`src/rtl/cstate_pkg.sv`:
```
package cstate_pkg;

   typedef enum logic [1:0] {
      CS_RUN  = 2'd0,
      CS_HALT = 2'd1,
      CS_STOP = 2'd2,
      CS_DEEP = 2'd3
   } cstate_e;

   localparam int unsigned CS_CODE_W = 2;

endpackage

```
`src/rtl/cstate_fsm.sv`:
```
module cstate_fsm
   import cstate_pkg::*;
(
   input  logic    clk,
   input  logic    rst_n,
   input  logic    halt_i,
   input  logic    irq_i,
   input  logic    bm_req_i,
   input  logic    lvl2_rd_i,
   input  logic    lvl3_rd_i,
   input  logic    arb_dis_i,
   output cstate_e state_o,
   output logic    entry_o
);

   cstate_e cur_q;
   cstate_e nxt;
   logic    wake;

   assign wake = irq_i | bm_req_i;

   always_comb begin
      nxt     = cur_q;
      entry_o = 1'b0;
      unique case (cur_q)
         CS_RUN: begin
            if (lvl3_rd_i) begin
               entry_o = 1'b1;
               nxt     = arb_dis_i ? CS_DEEP : CS_STOP;
            end else if (lvl2_rd_i) begin
               entry_o = 1'b1;
               nxt     = CS_STOP;
            end else if (halt_i) begin
               nxt = CS_HALT;
            end
         end
         CS_HALT, CS_STOP, CS_DEEP: begin
            if (wake) nxt = CS_RUN;
         end
         default: nxt = CS_RUN;
      endcase
   end

   always_ff @(posedge clk or negedge rst_n) begin
      if (!rst_n) cur_q <= CS_RUN;
      else        cur_q <= nxt;
   end

   assign state_o = cur_q;

endmodule

```
`src/rtl/cstate_ctrl_bits.sv`:
```
module cstate_ctrl_bits (
   input  logic clk,
   input  logic rst_n,
   input  logic cfg_wr_i,
   input  logic cfg_arb_dis_i,
   input  logic cfg_bm_clr_i,
   input  logic bm_req_i,
   output logic arb_dis_o,
   output logic bm_sts_o
);

   logic arb_q;
   logic bm_q;
   logic clr;

   assign clr = cfg_wr_i & cfg_bm_clr_i;

   always_ff @(posedge clk or negedge rst_n) begin
      if (!rst_n) begin
         arb_q <= 1'b0;
         bm_q  <= 1'b0;
      end else begin
         if (cfg_wr_i) arb_q <= cfg_arb_dis_i;
         if (bm_req_i)  bm_q <= 1'b1;
         else if (clr)  bm_q <= 1'b0;
      end
   end

   assign arb_dis_o = arb_q;
   assign bm_sts_o  = bm_q;

endmodule

```
`src/rtl/cstate_throttle.sv`:
```
module cstate_throttle #(
   parameter int unsigned DUTY_W = 3
) (
   input  logic              clk,
   input  logic              rst_n,
   input  logic              active_i,
   input  logic [DUTY_W-1:0] duty_i,
   output logic              gate_o
);

   logic [DUTY_W-1:0] phase_q;

   always_ff @(posedge clk or negedge rst_n) begin
      if (!rst_n)         phase_q <= '0;
      else if (!active_i) phase_q <= '0;
      else                phase_q <= phase_q + 1'b1;
   end

   assign gate_o = !active_i || (duty_i == '0) || (phase_q < duty_i);

endmodule

```
`src/rtl/cpu_cstate_seq.sv`:
```
module cpu_cstate_seq
   import cstate_pkg::*;
#(
   parameter int unsigned RD_W         = 32,
   parameter int unsigned DUTY_W       = 3,
   parameter bit          HAS_THROTTLE = 1'b1
) (
   input  logic              clk,
   input  logic              rst_n,
   input  logic              halt_i,
   input  logic              irq_i,
   input  logic              bm_req_i,
   input  logic              lvl2_rd_i,
   input  logic              lvl3_rd_i,
   output logic [RD_W-1:0]   rd_data_o,
   input  logic              cfg_wr_i,
   input  logic              cfg_arb_dis_i,
   input  logic              cfg_bm_clr_i,
   input  logic              thr_en_i,
   input  logic [DUTY_W-1:0] thr_duty_i,
   output logic [1:0]        state_o,
   output logic              clk_en_o,
   output logic              arb_dis_o,
   output logic              bm_sts_o
);

   localparam int unsigned THR_PERIOD = 1 << DUTY_W;

   if (RD_W < 1) begin : g_bad_rd_w
      $error("cpu_cstate_seq: RD_W must be at least 1");
   end
   if (DUTY_W < 1 || DUTY_W > 8) begin : g_bad_duty_w
      $error("cpu_cstate_seq: DUTY_W must be 1..8");
   end
   if (THR_PERIOD < 2) begin : g_bad_period
      $error("cpu_cstate_seq: throttle period too short");
   end

   cstate_e cur_state;
   logic    entry;
   logic    arb_bit;
   logic    thr_gate;
   logic    running;

   cstate_ctrl_bits u_bits (
      .clk           (clk),
      .rst_n         (rst_n),
      .cfg_wr_i      (cfg_wr_i),
      .cfg_arb_dis_i (cfg_arb_dis_i),
      .cfg_bm_clr_i  (cfg_bm_clr_i),
      .bm_req_i      (bm_req_i),
      .arb_dis_o     (arb_bit),
      .bm_sts_o      (bm_sts_o)
   );

   cstate_fsm u_fsm (
      .clk       (clk),
      .rst_n     (rst_n),
      .halt_i    (halt_i),
      .irq_i     (irq_i),
      .bm_req_i  (bm_req_i),
      .lvl2_rd_i (lvl2_rd_i),
      .lvl3_rd_i (lvl3_rd_i),
      .arb_dis_i (arb_bit),
      .state_o   (cur_state),
      .entry_o   (entry)
   );

   assign running = (cur_state == CS_RUN);

   if (HAS_THROTTLE) begin : g_thr
      cstate_throttle #(.DUTY_W(DUTY_W)) u_thr (
         .clk      (clk),
         .rst_n    (rst_n),
         .active_i (running & thr_en_i),
         .duty_i   (thr_duty_i),
         .gate_o   (thr_gate)
      );
   end else begin : g_no_thr
      assign thr_gate = 1'b1;
   end

   assign state_o   = cur_state;
   assign clk_en_o  = running & ~entry & thr_gate;
   assign arb_dis_o = arb_bit;
   assign rd_data_o = '0;

endmodule

```
`config.mk`:
```
export PLATFORM = sky130hd
export DESIGN_NAME = cpu_cstate_seq
export DESIGN_NICKNAME = d
export VERILOG_FILES = /design/src/rtl/cstate_pkg.sv /design/src/rtl/cstate_fsm.sv /design/src/rtl/cstate_ctrl_bits.sv /design/src/rtl/cstate_throttle.sv /design/src/rtl/cpu_cstate_seq.sv
export SDC_FILE = /design/constraint.sdc
export NUM_CORES = 1
export LEC_CHECK = 0
export BUFFER_PORTS_ARGS = -buffer_cell sky130_fd_sc_hd__buf_4
export CAP_MARGIN = 20
export CELL_PAD_IN_SITES_DETAIL_PLACEMENT = 1
export CELL_PAD_IN_SITES_GLOBAL_PLACEMENT = 1
export CORE_MARGIN = 5
export CORE_UTILIZATION = 26
export CTS_CLUSTER_DIAMETER = 200
export DETAILED_ROUTE_END_ITERATION = 8
export PLACE_DENSITY_LB_ADDON = 0.1
export SLEW_MARGIN = 20
export SYNTH_ARGS = -nofsm -noshare
export SYNTH_HDL_FRONTEND = slang
export SYNTH_SLANG_ARGS = --single-unit
```
`constraint.sdc`:
```
create_clock -name clk -period 2.4 [get_ports clk]
set_input_delay 0.48 -clock clk [delete_from_list [all_inputs] [get_ports clk]]
set_output_delay 0.48 -clock clk [all_outputs]
set_load 0.05 [all_outputs]
```
# Yosys cells after proc, flatten, opt, wreduce, memory -nomap -nowiden
# Cells that the tools add are included.
[totals] register_bits=7 out_inout_bits=37
[op_classes] n_eq_ne=5 add_sub_neg=1 n_reduce_logical=8 muxes=12 bitwise=6 magnitude_cmp=1
[op_table] op="2-to-1 mux 2 bit" count=4
[op_table] op="2-to-1 mux 1 bit" count=6
[op_table] op="bitwise AND 1 bit" count=4
[op_table] op="== test 2 bit, second input constant" count=2
[op_table] op="inequality test 4 bit, second input constant" count=1
[op_table] op="one-hot mux 2 bit (2 select lines)" count=1
[op_table] op="adder 3 x 1 -> 3 bit, second input constant" count=1
[op_table] op="logical NOT 3 bit" count=1
[op_table] op="less-than comparator 3 bit" count=1
[op_table] op="2-to-1 mux 3 bit" count=1
[op_table] op="OR reduction 3 bit" count=1
[op_table] op="== test 2 x 1 -> 1 bit, second input constant" count=1
[op_table] op="logical NOT 2 bit" count=1
[op_table] op="logical OR 1 bit" count=2
[op_table] op="inequality test 2 x 1 -> 1 bit, second input constant" count=1
[op_table] op="AND reduction 2 bit" count=1
[op_table] op="nonzero test 2 bit" count=1
[op_table] op="logical NOT 1 bit" count=1
[op_table] op="inverter 1 bit" count=1
[op_table] op="OR 1 bit" count=1

# Logic depth before layout (Yosys ltp)
# Gate-level depths: netlist of run 1.
[logic_depth] depth_word=6 ltp_mapped=5 ltp_nobuf=5

# Modules after synthesis
# From an unflattened synthesis of run 1, not the netlist that was laid out.
[hier_totals] cells_unflattened=68 area_unflattened_um2=634.4
[modules_own_cells] module="cpu_cstate_seq" area_each_um2=266.5 n_inst=1 cells_per_inst=35 seq_area_each_um2=0.0
[modules_own_cells] module="cstate_throttle" area_each_um2=176.4 n_inst=1 cells_per_inst=17 seq_area_each_um2=75.1
[modules_own_cells] module="cstate_fsm" area_each_um2=115.1 n_inst=1 cells_per_inst=11 seq_area_each_um2=50.0
[modules_own_cells] module="cstate_ctrl_bits" area_each_um2=76.3 n_inst=1 cells_per_inst=5 seq_area_each_um2=50.0

# Least setup slack after synthesis of run 1
# Ideal clock, no wire load.
[synth_timing] path_kind="in2out" start="input thr_duty_i[2]" end="output clk_en_o" path_buffers=0 cell_stages=5 required_time_ps=1920 path_slack_ps=-149 t_arrival_ps=2069 path_cell_list="inv_1 ha_1 a21oi_1 o21ai_1 a2111oi_2"
[synth_via] elab_chain_len=4 elab_cells_between_ends=5 cone_classes="order compare (1); bitwise (1); reduce/logical (3)"
[synth_lines] item="start, declared" line="cpu_cstate_seq.sv:20" source="input logic [DUTY_W-1:0] thr_duty_i,"
[synth_lines] item="parallel branches: the longest is 2 deep, another holds less-than comparator 3 bit"
[synth_lines] item="logical OR 1 bit *" line="cstate_throttle.sv:19" source="assign gate_o = !active_i || (duty_i == '0) || (phase_q < duty_i);"
[synth_lines] item="bitwise AND 1 bit *" line="cpu_cstate_seq.sv:84" source="assign clk_en_o = running & ~entry & thr_gate;"
[synth_lines] item="end, declared" line="cpu_cstate_seq.sv:22" source="output logic clk_en_o,"
# Every way passes the cells marked *.

# Final worst setup path of run 1
[layout_timing] start="register g_thr.u_thr.phase_q[2]" end="output clk_en_o"
[layout_via] elab_chain_len=3
[layout_lines] item="start, declared" line="cstate_throttle.sv:11" source="logic [DUTY_W-1:0] phase_q;"
[layout_lines] item="start signal, assigned" line="cstate_throttle.sv:16" source="else phase_q <= phase_q + 1'b1;"
[layout_lines] item="less-than comparator 3 bit" line="cstate_throttle.sv:19"
[layout_lines] item="logical OR 1 bit" line="cstate_throttle.sv:19"
[layout_lines] item="bitwise AND 1 bit" line="cpu_cstate_seq.sv:84"
# No other way between the ends.

==> results of run 1 <==
## cell type report
cell class | instances | area [µm²] | area share [%]
Clock buffer | 4 | 26.3 | 3.81
Tap cell | 28 | 35.0 | 5.08
Timing Repair Buffer | 18 | 135 | 19.6
Inverter | 2 | 7.51 | 1.09
Multi-Input combinational cell | 59 | 310 | 45.0
Sequential cell | 7 | 175 | 25.4
## layout by cell type (no fill, tap or decap)
cell type	instances
mux2_2	1
nor3b_1	1
dfrtp_1	7
ha_1	3
a2111oi_4	1
nand2_1	6
clkbuf_1	1
nor2b_1	1
o31a_1	1
buf_4	18
a21oi_1	2
xnor2_1	1
o21ai_0	2
clkbuf_4	3
nor2_1	4
or2_0	1
conb_1	32
a21o_1	1
inv_1	2
o21ai_1	1
and3_1	1
## critical path, stage by stage, from the launching register on
cell       delay (ns)
dfrtp_1          0.39
ha_1             0.29
a21oi_1          0.14
o21ai_1          0.11
a2111oi_4        0.29
buf_4            0.25
## per-layer routing
| metal | track usage (%) | vias to the layer above | wire [µm] |
|---|---|---|---|
| met5 | 0 | - | 0 |
| met4 | 3.97 | 0 | 7 |
| met1 | 7.08 | 201 | 399 |
| li1 | - | 200 | - |
| met2 | 11.5 | 23 | 672 |
| met3 | 4.01 | 2 | 107 |
## worst paths after layout
kind,slack [ns],cells past startpoint,to,from
setup / recovery,0.21,5,clk_en_o,g_thr.u_thr.phase_q[2]$_DFF_PN0_
hold / removal,0.03,1,u_bits.bm_sts_o$_DFFE_PN0P_,rst_n
setup reg to reg,1.44,2,u_fsm.state_o[0]$_DFFE_PN0P_,u_fsm.state_o[1]$_DFFE_PN0P_
hold reg to reg,0.47,1,g_thr.u_thr.phase_q[0]$_DFF_PN0_,g_thr.u_thr.phase_q[0]$_DFF_PN0_
max in group asynchronous,2.25,1,g_thr.u_thr.phase_q[1]$_DFF_PN0_,rst_n
min in group clk,0.42,2,u_bits.bm_sts_o$_DFFE_PN0P_,bm_req_i
## flip-flops by register name (all words and copies together) (netlist names)
| name | flops |
|---|---|
| u_bits.bm_sts_o | 1 |
| u_fsm.state_o | 2 |
| u_bits.arb_dis_o | 1 |
| g_thr.u_thr.phase_q | 3 |
## metrics by stage
stage               instance area, µm²  hold slack [ns]  cells  setup WS (ns)  util (%)
finish                             689           0.0329    118          0.207      31.2
global route                       689           0.0185    118          0.120      31.2
CTS                                689           0.0257    118          0.183      31.2
detailed placement                 663            0.298    114          0.232      30.0
global placement                   663            0.301    114          0.245      30.0
floorplan                          733            0.184    100          0.183         -
## kinds of logic (layout without fill, tap and decap cells)
family | after synthesis | in the layout | synth area share [%]
flip-flops | 7 | 7 | 29.0
AO/OA/AOI/OAI | 8 | 8 | 9.32
XOR/XNOR | 1 | 1 | 1.45
multiplexers | 1 | 1 | 1.86
other | 1 | 32 | 0.621
adder cells (fa/ha/maj) | 3 | 3 | 6.21
AND/OR/NAND/NOR | 14 | 14 | 10.6
buffers and inverters | 34 | 24 | 41.0
## power by group
group / total, mW / leakage, nW / switching (mW) / internal [mW]
clock network: 0.105 / 0.0150 / 0.0416 / 0.0633
registers: 0.163 / 0.0878 / 0.0208 / 0.142
logic: 0.295 / 0.280 / 0.229 / 0.0653
total: 0.562 / 0.383 / 0.292 / 0.271
==> results.md, run 1 <==
* Status: completed
* Max cap viols at 0
* Max-slew violations at 0
* Routability cong. at approximately 0.67
* Setup_tns at 0 ns
* DRT Pass-1 Iters at 2
* Unique masters post-synth at 19
* PostCTS Resize Cnt at 0
* Core Area at roughly 0.0022 mm²
* Global route overflow at 0
* Initial antenna violation count at 0
* Most frequent cell after synthesis: buf_4
* Final Hold Vio Count at 0
* Die footprint at approximately 0.0034 mm²
* CTS max path bufs at 2
* Vias after detailed routing at around 430
* RSZ-0062 raised after global routing: false
* Maximum vdd drop at 273 µV
* #FFs+latches synth at 7
* Critical path endpoint category: output pin
* Antenna diode count at 0
* CTS Hold Buffers Added at 0
* Leakage Power at about 0.38 nW
* Chip height at about 58 µm
* Critical path class: register to output pin
* Area share of the leading cell type in the synthesized netlist at between 30% and 40%
* Root buf cell: clkbuf_4
* Worst skew pair latency at approximately 0.25 ns
* Period utilization at roughly 90%
* Mapped Cells at 69
* Worst EP arrival at ~1.7 ns
* Synth area leader: buf_4
* Clock-pin slew on the worst setup and hold paths at 0.05 ns
* Worst EP required at between 1.5 and 2 ns
* Vias in the first global route at between 400 and 500
* Finish-stage setup viols at 0
* Final #Nets at between 100 and 150
* PortBufs at 18
* Die X at 58.2 µm
* Final HPWL from detailed placement at 1.09 mm
* Post-CTS Setup Bufs at 0
* Tot Pwr at 562 µW
* Mapped Area at 604 µm²
* Worst Hold Class: input pin to asynchronous set/reset pin
* Post-route minimum period at about 2.2 ns
* # rows at 17
* I/O pins at between 50 and 60
* Total routed wirelength at about 1.2 mm
* Initial DRC count at 9
* Leading cell types by total area after synthesis: buf_4 (40%), dfrtp_1 (29%), ha_1 (6.2%), nand2_1 (3.7%), a2111oi_2 (2.5%)
* Largest net degree at the start of global routing at 8
* Synth warnings at 0
* First-pass GRT wire length at 1.79 mm
* Share of cells above drive strength 1 at between 20% and 30%
* GRT Total Usage at under 10%
* Avg Cell Area, Syn at 8.76 µm²
* Clk_skew at 0.000553 ns
* Top cells by count, synth: buf_4 (32), dfrtp_1 (7), nand2_1 (6)
* Clock sink count at 7
* Starting Density at between 20 and 30%
* Largest fanout on the critical path at 2
* Num CTS Buffers at 3
* Fillers at between 200 and 300
* PwrDens at approximately 820 mW/mm²
* Sequential share of the synthesized area at roughly 29%
* Top FF cell, synth: dfrtp_1
* Via density at between 3 and 4
* Synth async-reset ratio at 100%
* EDFF count, synth at 0
* CP startpoint kind: register
* DRC Markers at 0
* Antenna-violating nets left at 0
* Area Overhead vs Synth at 14.1%
* Fmax at between 0.4 and 0.5 GHz
* TritonCTS clock tree: built
* CTS H-tree lvls at 1
* WL/cell at 10.1 µm
No activity file was read; power rests on OpenSTA's default activity.
==> inputs of run 2 (changes only) <==
ABC_AREA = 1   (was not set)
HOLD_SLACK_MARGIN = 0.08   (was not set)
==> run 2 against run 1 <==
Compared with the run above:
- fmax grew 10%
- area after synthesis grew 7.5%
- sequential cell count is the same
- global-route usage shrank 0.36 points
- die area grew 6.2%
- cell area grew 6.5%
- register-to-register slack lost 0.03 ns
- wire length grew 2.4%
==> results.md, run 2 <==
* Top cells by count, synth: buf_4 (32), nand2_1 (14), dfrtp_1 (7), nor2_1 (7), inv_1 (6)
* Worst skew pair latency at 0.25 ns
* First-pass GRT wire length at 1.75 mm
* RSZ-0062 raised after global routing: false
* Antenna-violating nets left at 0
* #FFs+latches synth at 7
* Area Overhead vs Synth at 13.1%
* Final Hold Vio Count at 0
* Post-route minimum period at a little under 2 ns
* Antenna diode count at 0
* Die X at 60.0 µm
* Chip height at 60.0 µm
* R2R Path Start: u_fsm.state_o[1]$_DFFE_PN0P_
* Reg2Reg Setup Slack at 1.41 ns
* Unique masters post-synth at 18
* Largest net degree at the start of global routing at 8
* Most frequent cells in the layout: conb_1 (32), buf_4 (18), nand2_1 (14), nor2_1 (7), dfrtp_1 (7)
* Finish-stage setup viols at 0
* DRC Markers at 0
* Final #Nets at 123
* Root buf cell: clkbuf_4
* WP buf/inv at 1
* Share of cells above drive strength 1 at approximately a quarter
* Max cap viols at 0
* Top reg by flops: g_thr.u_thr.phase_q
* Mapped Area at around 650 µm²
* Synth async-reset ratio at 100%
* I/O pins at 51
* Final HPWL from detailed placement at approximately 1.1 mm
* Critical path endpoint category: output pin
* HP Start: bm_req_i
* Leading cell types by total area after synthesis: buf_4 (37%), dfrtp_1 (27%), nand2_1 (8.1%), ha_1 (5.8%), nor2_1 (4.0%)
* Initial DRC count at 3
* PostCTS Resize Cnt at 0
* TritonCTS clock tree: built
* Largest fanout on the critical path at 2
* GRT Total Usage at ~6.7%
* Slowest-stage cell, CP: dfrtp_1
* Maximum vdd drop at ~430 µV
* Top FF cell, synth: dfrtp_1
* Post-CTS Setup Bufs at 0
* Global route overflow at 0
* Avg Cell Area, Syn at 7.82 µm²
* Final Util at a little under a third
* Worst EP arrival at ~1.5 ns
* R2R cell count at 4
* Die footprint at 0.00360 mm²
* Fmax at between 0.5 and 0.6 GHz
* Vias after detailed routing at ~470
* Sequential share of the synthesized area at a little over a quarter
* Setup_tns at 0 ns
* Initial antenna violation count at 0
* Worst EP required at 1.92 ns
* # rows at 18
* PortBufs at 18
* CP startpoint kind: register
* DRT Pass-1 Iters at 2
* Starting Density at between 20% and 30%
* Setup ws final at 0.416 ns
* Worst Hold Class: input pin to register
* Commonest non-fill, non-tap cell in the layout: conb_1
* Most frequent cell after synthesis: buf_4
* Via density at between 3 and 4
* Period utilization at 82.7%
* WHS Path Cells at 2
* Num CTS Buffers at 3
* EDFF count, synth at 0
* Clk_skew at between 0.002 and 0.0025 ns
* Capture point of the worst reg-to-reg path: u_fsm.state_o[0]$_DFFE_PN0P_
* Worst path most repeated cell: a21oi_1
* Status: completed
* Synth warnings at 0
* Worst path top cell family by delay: flip-flops
* Clock-pin slew on the worst setup and hold paths at approximately 0.05 ns
* Leakage Power at 0.448 nW
* Placed Cells at 130
* CTS Hold Buffers Added at 1
* Clock sink count at 7
* CTS max path bufs at 2
* Non-Filler Instances at about 140
* Mapped Cells at 83
* WL/cell at about 9 µm
* Crit path largest cell delay at ~0.39 ns
* CTS H-tree lvls at 1
* CP cell instances: ha_1 > a21oi_1 > nand2_1 > a21oi_1 > buf_4
* Pre-CTS WS at 0.454 ns
* PwrDens at ~870 mW/mm²
* Max reg flops at 3
* Max-slew violations at 0
* Critical path class: register to output pin
* Core Area at between 0.002 and 0.0025 mm²
* Hold EP: u_bits.bm_sts_o$_DFFE_PN0P_
* Synth area leader: buf_4
* Total routed wirelength at 1.22 mm
* Area share of the leading cell type in the synthesized netlist at a little under two fifths
* Vias in the first global route at roughly 470
* Routability cong. at between 0.7 and 0.8
==> run 2: logic make-up (layout without fill, tap and decap cells) <==
group | count (synthesis) | after routing | synth area share, %
buf+inv | 39 | 30 | 41.0
fa+ha+maj | 3 | 3 | 5.78
compound gates | 5 | 5 | 4.24
simple gates | 26 | 26 | 18.3
other cells | 1 | 32 | 0.577
flops | 7 | 7 | 27.0
xor+xnor | 1 | 1 | 1.35
mux | 1 | 1 | 1.73
==> run 2: worst max-delay path by stage <==
stage,depth (start not counted),to,from
after global routing,5,clk_en_o,g_thr.u_thr.phase_q[2]$_DFF_PN0_
after detailed placement,7,clk_en_o,thr_duty_i[2]
final,5,clk_en_o,g_thr.u_thr.phase_q[2]$_DFF_PN0_
after floorplan,5,clk_en_o,thr_duty_i[2]
after global placement,7,clk_en_o,thr_duty_i[2]
after CTS,5,clk_en_o,g_thr.u_thr.phase_q[2]$_DFF_PN0_
==> run 2: final cells by class <==
cell class	count	area [µm²]
sequential	7	175
clock buffer	4	26.3
fill	313	1700
timing repair buffer	19	145
inverter	7	26.3
tap	30	37.5
multi-input combinational	68	324
==> run 2: worst reg2reg max path: stages, from the launching register on <==
cell and delay, ns:
dfrtp_1 0.43, nor2_4 0.19, nand3b_2 0.11, nand3_1 0.09, nand2_1 0.05
==> run 2: metrics by stage <==
stage	area [µm²]	hold WS [ns]	power [mW]
floorplan	766	0.184	0.493
global placement	698	0.300	0.538
detailed placement	698	0.297	0.536
CTS	734	0.410	0.650
global route	734	0.410	0.682
finish	734	0.420	0.639
==> run 2: power breakdown <==
group	switching, mW	internal [mW]
sequential	0.0363	0.147
combinational	0.266	0.0842
clock	0.0431	0.0634
==> run 2: layer usage <==
metal	vias up	part of all wire, %	GRT usage [%]
met3	2	13	3.46
met1	206	37	7.04
li1	231	-	-
met2	32	49	10.6
met4	0	0.82	3.80
met5	-	0	0
==> inputs of run 3 (changes only) <==
ABC_AREA = 0   (was 1)
CORE_UTILIZATION = 22   (was 26)
clock period = 1.8 ns   (was 2.4 ns; I/O delays follow)
==> run 3 against run 2 <==
Compared with the run above:
- the run now ends with setup timing left
- register-to-register slack worse by 0.58 ns
- worst setup slack got worse by 0.65 ns
- first-iteration DRC count rose by 33%
- combinational power grew 15%
- non-clock buffer count rose by 1
- clock power rose by 29%
- clock-buffer cell count unchanged
- hold slack lost 0.12 ns
==> results.md, run 3 (synthesis gave the netlist of run 1 again) <==
* Reg2Reg Setup Slack at approximately 0.83 ns
* Die X at 62.4 µm
* Post-route minimum period at ~2.0 ns
* Fillers at 348
* Worst EP arrival at approximately 1.7 ns
* I/O pins at 51
* Initial DRC count at 4
* Final #Nets at 110
* WL/cell at approximately 10 µm
* Final Hold Vio Count at 0
* Initial antenna violation count at 0
* Core Area at 0.00269 mm²
* Routability cong. at between 0.6 and 0.7
* Worst EP required at roughly 1.4 ns
* Max reg flops at 3
* PortBufs at 18
* Top reg by flops: g_thr.u_thr.phase_q
* Clk_skew at a little under 0.0006 ns
* Max-slew violations at 0
* Starting Density at 22.5%
* Global route overflow at 0
* Leakage Power at about 0.40 nW
* CP startpoint kind: register
* Fmax at between 0.4 and 0.5 GHz
* Capture point of the worst reg-to-reg path: u_fsm.state_o[0]$_DFFE_PN0P_
* R2R Path Start: u_fsm.state_o[1]$_DFFE_PN0P_
* Total routed wirelength at 1.26 mm
* Status: finished, violations left
* Via density at 3.44
* Die footprint at 0.00390 mm²
* GRT Total Usage at roughly 6.1%
* Capture point of the worst path: clk_en_o
* Worst skew pair latency at about 0.25 ns
* Critical path endpoint category: output pin
* Failing checks: setup timing
* Max cap viols at 0
* Share of cells above drive strength 1 at 29.3%
* Placed Cells at 118
* DRT Pass-1 Iters at 2
* Finish-stage setup viols at 1
* Antenna diode count at 0
* CTS max path bufs at 2
* Commonest non-fill, non-tap cell in the layout: conb_1
* PwrDens at ~1000 mW/mm²
* Non-Filler Instances at approximately 120
* Maximum vdd drop at approximately 460 µV
* Critical Path Source: g_thr.u_thr.phase_q[2]$_DFF_PN0_
* Clock-pin slew on the worst setup and hold paths at 0.05 ns
* First-pass GRT wire length at 1.88 mm
* Vias after detailed routing at 423
* RSZ-0062 raised after global routing: true
* Antenna-violating nets left at 0
* Num CTS Buffers at 3
* TritonCTS clock tree: built
* Tot Pwr at roughly 760 µW
* DRC Markers at 0
* Setup ws final at -0.239 ns
* R2R cell count at 2
* Root buf cell: clkbuf_4
* Most frequent cells in the layout: conb_1 (32), buf_4 (18), dfrtp_1 (7), nand2_1 (6), nor2_1 (4)
* Largest net degree at the start of global routing at 8
* Critical path class: register to output pin
* Largest fanout on the critical path at 2
* CTS H-tree lvls at 1
* Clock sink count at 7
* # rows at 19
* Vias in the first global route at around 440
* Chip height at around 62 µm
* Post-CTS Setup Bufs at 0
* Final HPWL from detailed placement at ~1.1 mm
* Area Overhead vs Synth at 21.5%
* Worst Hold Class: input pin to register
* Period utilization at 113%
run 3: cell types whose count changed in the layout (fill, tap and decap cells not counted), moves of 2 or more:
cell     change
nand2_1      -8
nor2_1       -3
nand2_2      -2
inv_1        -4
run 3: how the worst min path moves through the flow:
stage,endpoint,slack (ns),cells past startpoint,from
after detailed placement,g_thr.u_thr.phase_q[1]$_DFF_PN0_,0.18,1,rst_n
after global routing,u_bits.bm_sts_o$_DFFE_PN0P_,0.29,2,bm_req_i
final,u_bits.bm_sts_o$_DFFE_PN0P_,0.30,2,bm_req_i
after CTS,u_bits.bm_sts_o$_DFFE_PN0P_,0.29,2,bm_req_i
after global placement,g_thr.u_thr.phase_q[2]$_DFF_PN0_,0.18,1,rst_n
after floorplan,g_thr.u_thr.phase_q[0]$_DFF_PN0_,0.06,0,rst_n
run 3: where the power goes:
group,total [mW],internal (mW),leakage [nW],switching [mW]
Combinational,0.403,0.0938,0.292,0.309
Sequential,0.219,0.189,0.0878,0.0297
Clock,0.138,0.0843,0.0150,0.0535
Total,0.760,0.368,0.395,0.392
run 3: routing by layer:
| layer | GRT usage, % | up-vias | wire, µm |
|---|---|---|---|
| li1 | - | 203 | - |
| met1 | 6.37 | 197 | 453 |
| met2 | 10.5 | 23 | 683 |
| met3 | 3.78 | 0 | 120 |
| met4 | 0.796 | 0 | 0 |
| met5 | 0 | - | 0 |
run 3: area by class of cell:
| class | count | area (µm²) | area share [%] |
|---|---|---|---|
| Timing Repair Buffer | 20 | 156 | 21.3 |
| Sequential cell | 7 | 175 | 23.9 |
| Tap cell | 31 | 38.8 | 5.28 |
| Multi-Input combinational cell | 59 | 330 | 45.0 |
| Inverter | 2 | 7.51 | 1.02 |
| Clock buffer | 4 | 26.3 | 3.58 |
run 3: per-stage QoR:
step | util (%) | worst slack, ns | instance area (µm²) | hold slack (ns) | TNS (ns)
3_5_place_dp | 25.1 | -0.142 | 674 | 0.179 | -0.142
4_1_cts | 26.6 | -0.281 | 714 | 0.291 | -0.281
5_1_grt | 27.3 | -0.312 | 734 | 0.292 | -0.312
6_report | 27.3 | -0.239 | 734 | 0.300 | -0.239
2_1_floorplan | - | -0.177 | 733 | 0.0644 | -0.177
3_3_place_gp | 25.1 | -0.109 | 674 | 0.181 | -0.109
run 3: worst max-delay path: stages, from the launching register on:
cell and delay, ns:
dfrtp_1 0.41, ha_4 0.26, a21oi_2 0.12, o21ai_2 0.08, a2111oi_4 0.36, buf_6 0.21
run 3: repair_timing:
| action | 4_1_cts | 5_1_grt |
|---|---|---|
| hold endpoints to repair | 7 | 0 |
| endpoints found under the setup margin | 1 | 1 |
| gates resized for setup | 1 | 3 |
| hold buffers | 1 | 0 |
| pin swaps | 0 | 3 |
